`src/rtl/pwm_dtsel_pkg.sv`:
```
package pwm_dtsel_pkg;
  localparam int FIELD_W = 2;
  localparam int CHANS   = 2;
  localparam int SUB_W   = FIELD_W * CHANS;

  typedef enum logic [FIELD_W-1:0] {
    SRC_GEN = 2'b00,
    SRC_INV = 2'b01,
    SRC_SW  = 2'b10,
    SRC_RSV = 2'b11
  } src_sel_e;

  function automatic logic pick_src(input logic [FIELD_W-1:0] code,
                                    input logic gen, input logic sw);
    case (code)
      SRC_INV: return ~gen;
      SRC_SW:  return sw;
      default: return gen;
    endcase
  endfunction
endpackage

```
`src/rtl/pwm_dtsel_shadow.sv`:
```
module pwm_dtsel_shadow #(
  parameter int WORD_W = 16
) (
  input  logic              clk,
  input  logic              rst_n,
  input  logic              wr,
  input  logic [WORD_W-1:0] wdata,
  output logic [WORD_W-1:0] shadow
);
  always_ff @(posedge clk or negedge rst_n) begin
    if (!rst_n)  shadow <= '0;
    else if (wr) shadow <= wdata;
  end

  assert_shadow_load_R7: assert property (@(posedge clk) disable iff (!rst_n)
    wr |=> (shadow == $past(wdata)));
  assert_shadow_hold_R7: assert property (@(posedge clk) disable iff (!rst_n)
    !wr |=> $stable(shadow));
endmodule

```
`src/rtl/pwm_dtsel_chan.sv`:
```
module pwm_dtsel_chan
  import pwm_dtsel_pkg::*;
(
  input  logic               clk,
  input  logic               rst_n,
  input  logic [FIELD_W-1:0] sel,
  input  logic               gen,
  input  logic               sw,
  output logic               dt
);
  always_ff @(posedge clk or negedge rst_n) begin
    if (!rst_n) dt <= 1'b0;
    else        dt <= pick_src(sel, gen, sw);
  end

  assert_pass_R2: assert property (@(posedge clk) disable iff (!rst_n)
    (sel == 2'b00) |=> (dt == $past(gen)));
  assert_invert_R3: assert property (@(posedge clk) disable iff (!rst_n)
    (sel == 2'b01) |=> (dt == !$past(gen)));
  assert_software_R4: assert property (@(posedge clk) disable iff (!rst_n)
    (sel == 2'b10) |=> (dt == $past(sw)));
  assert_reserved_R5: assert property (@(posedge clk) disable iff (!rst_n)
    (sel == 2'b11) |=> (dt == $past(gen)));
endmodule

```
`src/rtl/pwm_dtsel_sub.sv`:
```
module pwm_dtsel_sub
  import pwm_dtsel_pkg::*;
(
  input  logic             clk,
  input  logic             rst_n,
  input  logic             force_evt,
  input  logic             wr,
  input  logic [SUB_W-1:0] wfield,
  input  logic [SUB_W-1:0] sfield,
  input  logic [CHANS-1:0] gen,
  input  logic [CHANS-1:0] sw,
  output logic [CHANS-1:0] dt
);
  logic [SUB_W-1:0] active;
  logic [SUB_W-1:0] commit_val;

  assign commit_val = wr ? wfield : sfield;

  always_ff @(posedge clk or negedge rst_n) begin
    if (!rst_n)         active <= '0;
    else if (force_evt) active <= commit_val;
  end

  for (genvar c = 0; c < CHANS; c++) begin : g_chan
    pwm_dtsel_chan u_chan (
      .clk  (clk),
      .rst_n(rst_n),
      .sel  (active[c*FIELD_W +: FIELD_W]),
      .gen  (gen[c]),
      .sw   (sw[c]),
      .dt   (dt[c])
    );
  end

  assert_hold_R6: assert property (@(posedge clk) disable iff (!rst_n)
    !force_evt |=> $stable(active));
  assert_commit_shadow_R8: assert property (@(posedge clk) disable iff (!rst_n)
    (force_evt && !wr) |=> (active == $past(sfield)));
  assert_commit_new_R9: assert property (@(posedge clk) disable iff (!rst_n)
    (force_evt && wr) |=> (active == $past(wfield)));
endmodule

```
`src/rtl/pwm_dtsel.sv`:
```
module pwm_dtsel
  import pwm_dtsel_pkg::*;
#(
  parameter int NUM_SUB = 4,
  localparam int WORD_W = NUM_SUB * SUB_W
) (
  input  logic               clk,
  input  logic               rst_n,
  input  logic               reg_wr,
  input  logic [WORD_W-1:0]  reg_wdata,
  output logic [WORD_W-1:0]  reg_rdata,
  input  logic [NUM_SUB-1:0] force_evt,
  input  logic [NUM_SUB-1:0] pwm_a,
  input  logic [NUM_SUB-1:0] pwm_b,
  input  logic [NUM_SUB-1:0] sw_a,
  input  logic [NUM_SUB-1:0] sw_b,
  output logic [NUM_SUB-1:0] dt_a,
  output logic [NUM_SUB-1:0] dt_b
);
  logic [WORD_W-1:0] shadow;

  pwm_dtsel_shadow #(.WORD_W(WORD_W)) u_shadow (
    .clk   (clk),
    .rst_n (rst_n),
    .wr    (reg_wr),
    .wdata (reg_wdata),
    .shadow(shadow)
  );

  assign reg_rdata = shadow;

  for (genvar s = 0; s < NUM_SUB; s++) begin : g_sub
    logic [CHANS-1:0] dt_s;

    pwm_dtsel_sub u_sub (
      .clk      (clk),
      .rst_n    (rst_n),
      .force_evt(force_evt[s]),
      .wr       (reg_wr),
      .wfield   (reg_wdata[s*SUB_W +: SUB_W]),
      .sfield   (shadow[s*SUB_W +: SUB_W]),
      .gen      ({pwm_b[s], pwm_a[s]}),
      .sw       ({sw_b[s], sw_a[s]}),
      .dt       (dt_s)
    );

    assign dt_a[s] = dt_s[0];
    assign dt_b[s] = dt_s[1];
  end
endmodule

```
`config.mk`:
```
export PLATFORM = sky130hd
export DESIGN_NAME = pwm_dtsel
export DESIGN_NICKNAME = d
export VERILOG_FILES = /design/src/rtl/pwm_dtsel_pkg.sv /design/src/rtl/pwm_dtsel_shadow.sv /design/src/rtl/pwm_dtsel_chan.sv /design/src/rtl/pwm_dtsel_sub.sv /design/src/rtl/pwm_dtsel.sv
export SDC_FILE = /design/constraint.sdc
export NUM_CORES = 1
export LEC_CHECK = 0
export BUFFER_PORTS_ARGS = -buffer_cell sky130_fd_sc_hd__buf_4
export CORE_UTILIZATION = 35
export DETAILED_ROUTE_END_ITERATION = 8
export GPL_ROUTABILITY_DRIVEN = 1
export MAX_ROUTING_LAYER = met4
export REMOVE_ABC_BUFFERS = 1
export SETUP_SLACK_MARGIN = 0.1
export SYNTH_ARGS = -nofsm -noshare
export SYNTH_HDL_FRONTEND = slang
export SYNTH_SLANG_ARGS = --single-unit
```
`constraint.sdc`:
```
create_clock -name clk -period 1 [get_ports clk]
set_input_delay 0 -clock clk [delete_from_list [all_inputs] [get_ports clk]]
set_output_delay 0 -clock clk [all_outputs]
set_load 0.005 [all_outputs]
```
After elaboration in Yosys (flattened, before gate mapping)
Cells that the tools add are included.
- flip-flop bits (word level): 40
- logic and storage cells: 49
- output and inout port bits: 24
- input port bits: 39
- mux-type cells: 12
- bitwise logic cells: 8
- equal/unequal tests: 16
- operators by type and width (operator ; count):
    2-bit by 1-bit equality test with 1-bit output, second input constant ; 8
    2-bit equality test, second input constant ; 8
    4-bit two-way mux ; 4
    1-bit one-hot mux with 2 select lines ; 8
    1-bit inverter ; 8

Depth between registers and ports, before layout
- depth in word-level cells: 2
- gate-level depth with buffers: 4
- mapped depth without buffers: 4

Hierarchy
A second synthesis with hierarchy kept.
- cell total of the unflattened synthesis: 186
- area total of the unflattened synthesis: 2055.7 um^2
- modules (own cells, without submodules) (module ; seq. area each (um^2) ; times used ; area each (um^2) ; cells each):
    pwm_dtsel_sub ; 100.1 ; 4 ; 183.9 ; 18
    pwm_dtsel_chan ; 25.0 ; 8 ; 83.8 ; 10
    pwm_dtsel_shadow ; 400.4 ; 1 ; 649.4 ; 34

Worst setup path after synthesis
No wires, ideal clock.
- path kind: register -> register
- start point: reg u_shadow.shadow[0]
- end point: reg g_sub[0].u_sub.active[0]
- setup time: 125 ps
- required time: 875 ps
- setup slack: -7 ps
- clock period less this slack: 1007 ps
- data arrival time: 883 ps
- path buffers: 0
- cell stages (with the launch flop): 3
- cells stage by stage: dfrtp_1 -> mux2_4 -> mux2_2
- word-level cells in the longest chain between the ends: 1
- RTL lines (element ; line ; text):
    start: declaration ; pwm_dtsel_shadow.sv:8 ; output logic [WORD_W-1:0] shadow
    start signal: assignment ; pwm_dtsel_shadow.sv:12 ; else if (wr) shadow <= wdata;
    4-bit two-way mux ; pwm_dtsel_sub.sv:17 ; assign commit_val = wr ? wfield : sfield;
    net g_sub[0].u_sub.commit_val[0] ; pwm_dtsel_sub.sv:15 ; logic [SUB_W-1:0] commit_val;
    end signal: assignment ; pwm_dtsel_sub.sv:21 ; else if (force_evt) active <= commit_val;
    end: declaration ; pwm_dtsel_sub.sv:14 ; logic [SUB_W-1:0] active;
The timed path passes the listed nets, and every way through them passes these cells.
A chain may end at the register's enable or synchronous reset.

Final worst setup path
- start point: reg u_shadow.shadow[9]
- end point: reg g_sub[2].u_sub.active[1]
- word-level cells in the longest chain between the ends: 1
- RTL lines (element ; line):
    4-bit two-way mux ; pwm_dtsel_sub.sv:17
    net g_sub[2].u_sub.commit_val[1] ; pwm_dtsel_sub.sv:15
    end signal: assignment ; pwm_dtsel_sub.sv:21
    end: declaration ; pwm_dtsel_sub.sv:14
The timed path passes the listed nets, and every way through them passes these cells.

==> flow_metrics.tcl <==
set metrics [dict create \
    synth.area.top_cells "dfrtp_1, mux2_2, ha_1" \
    vias 1463 \
    diodes 0 \
    clk_pin_slew_ps 80 \
    hold_ws_ps -48.6 \
    synth.top_cells.by_count "dfrtp_1, inv_1, mux2_2" \
    hpwl_mm 2.68 \
    grt_max_degree 41 \
    io_buffers 62 \
    ys.flop_type "dfrtp_1" \
    synth_seq_cells 40 \
    p_leak_nw 1.70 \
    std_cell_rows 26 \
    post-route-util_pct 62.5 \
    tightest_slew_ps 505 \
    drv_slew 0 \
    yosysTopAreaCell "dfrtp_1" \
    finalHoldViolCount 10 \
    synthArstFlopShare_pct 100 \
    yosysTopAreaCellShare_pct 51.0 \
    syn_area_mm2 0.00196 \
    cp_num_buf_inv 0 \
    critPathMaxStageDelay_ps 400 \
    gp_congestion 0.697 \
    synthCells 154 \
    layout.nets 321 \
    setup.worst_path.end_class "flop" \
    synth_edf_count 0 \
    cts.htree.levels 2 \
    die_w_um 76.9 \
    crit_path_frequent_cell "mux2_4" \
    synth_most_common_cell "dfrtp_1" \
    wl_mm 4.42 \
    ys_warn_count 0 \
    cp.required_ps 1180 \
    fp.dieH_um 76.9 \
    crit_arrival_ps 1230 \
    crit_chain "mux2_4, mux2_4" \
    dpl_cell_area_mm2 0.00264 \
    coreArea_mm2 0.00527 \
    drive_above_1_share_pct 56.6 \
    violations "hold timing, setup timing" \
    grt_pass1_vias 1561 \
    ys_seq_area_share_pct 51.0 \
    fin_tns_setup_ps -795 \
    num_io_pins 63 \
    status "finished with violations" \
    finalPower_mw 5.49 \
    cts_tree "yes" \
    groute.usage.overall_pct 15.7 \
    numCtsBuffers 5 \
    power-per-cell-area_mw_per_mm2 1670 \
    period_share_pct 105 \
    initial_core_util_pct 37.3 \
    clkLatencyLatePin_ps 290 \
    dpl_worst_slack_ps -38.0 \
    die_area_mm2 0.00592 \
    routedWlPerCell_um 13.1 \
    clock_sinks 40 \
    cts_hold_buffers 17 \
    cap_viol_max_count 0 \
    worst_clock_skew_ps 2.70 \
    path_class "flop to flop" \
    path_max_fanout 2 \
    grt_overflow 0 \
    critPathLaunchType "flop" \
    ir_drop_mv 0.743 \
    hold_path_class "input port to flop" \
    postLayoutCellArea_mm2 0.00329 \
    period_needed_ps 1050 \
    antenna_left 0 \
    slew_headroom_pct 66.3 \
    cp_top_family "multiplexers" \
    cts.path.max_buffers 2 \
    setup_viol 23 \
    crit_path_top_delay_cell "dfrtp_1" \
    drt_iter0_markers 39 \
    area_growth_pct 67.6 \
    root_buffer "clkbuf_8" \
    grt_pass1_wl_mm 7.06 \
    antenna_found_initial 0 \
    setup_slack_ps -53.4 \
    ys_types 12 \
    postSynthAreaPerCell_um2 12.8 \
    drc_errors 0 \
    vias_per_cell 4.34 \
    rsz0062_at_grt "true" \
    detail_route.first_pass.iterations 4 \
    dp.cells 301 \
    max_freq_ghz 0.949 \
    fin_cells 337 \
]
==> sequential cells by signal, indices dropped and copies added, names as in the netlist <==
name,cells
u_shadow.shadow,16
g_sub.u_sub.active,16
g_sub.u_sub.g_chan.u_chan.dt,8
==> kinds of logic (layout without fill, tap and decap cells) <==
family                   Yosys count  count (layout)  share of synthesized area (%)
buffers and inverters             34             147                           9.24
adder cells (fa/ha/maj)           16              16                           10.2
AO/OA/AOI/OAI                      8               8                           2.55
multiplexers                      32              32                           20.4
AND/OR/NAND/NOR                   24              24                           6.62
flip-flops                        40              40                           51.0
==> worst paths after layout <==
check                                   start  cells past startpoint                        to  slack (ps)
setup / recovery           u_shadow.shadow[9]                      2  g_sub[2].u_sub.active[1]         -50
hold / removal                  reg_wdata[13]                      2       u_shadow.shadow[13]         -50
setup reg to reg           u_shadow.shadow[9]                      2  g_sub[2].u_sub.active[1]         -50
hold reg to reg            u_shadow.shadow[6]                      1        u_shadow.shadow[6]         530
max in group asynchronous               rst_n                      2       u_shadow.shadow[11]         430
min in group asynchronous               rst_n                      2        u_shadow.shadow[2]         210
==> worst register-to-register path: cells and delay by family, from the launching register on <==
family / cells / cell delay [ps]
flops: 1 / 400
mux: 2 / 540
==> power by group <==
group,total [mW],switching (mW),internal (mW)
logic,1.65,0.547,1.10
registers,2.02,0.140,1.88
clock network,1.82,0.571,1.25
==> routing by layer <==
metal / up-vias / GRT usage [%] / wire, µm
li1: 709 / - / -
met1: 709 / 18.0 / 1830
met2: 41 / 27.2 / 2350
met3: 4 / 3.45 / 201
met4: 0 / 4.62 / 37
met5: - / - / 0
==> cells in the final DEF, fill, tap and decap left out, drive strengths merged <==
cell / instances
nor2b: 8
a31oi: 8
dlygate4sd3: 17
inv: 24
clkbuf: 5
buf: 98
dfrtp: 40
bufinv: 3
nand2: 8
mux2: 32
ha: 16
nand2b: 8
==> cell type report <==
type | count | area (µm²)
Clock buffer | 5 | 68.8
Clock inverter | 3 | 90.1
Fill cell | 423 | 1980
Inverter | 24 | 90.1
Multi-Input combinational cell | 80 | 926
Sequential cell | 40 | 1000
Tap cell | 70 | 87.6
Timing Repair Buffer | 115 | 1030
==> timing repair <==
item	in CTS	in global routing
gates resized for setup	30	34
setup endpoints to repair	32	37
buffers inserted	6	8
hold endpoints to repair	61	10
pin swaps	4	9
No activity file was read; power rests on OpenSTA's default activity.
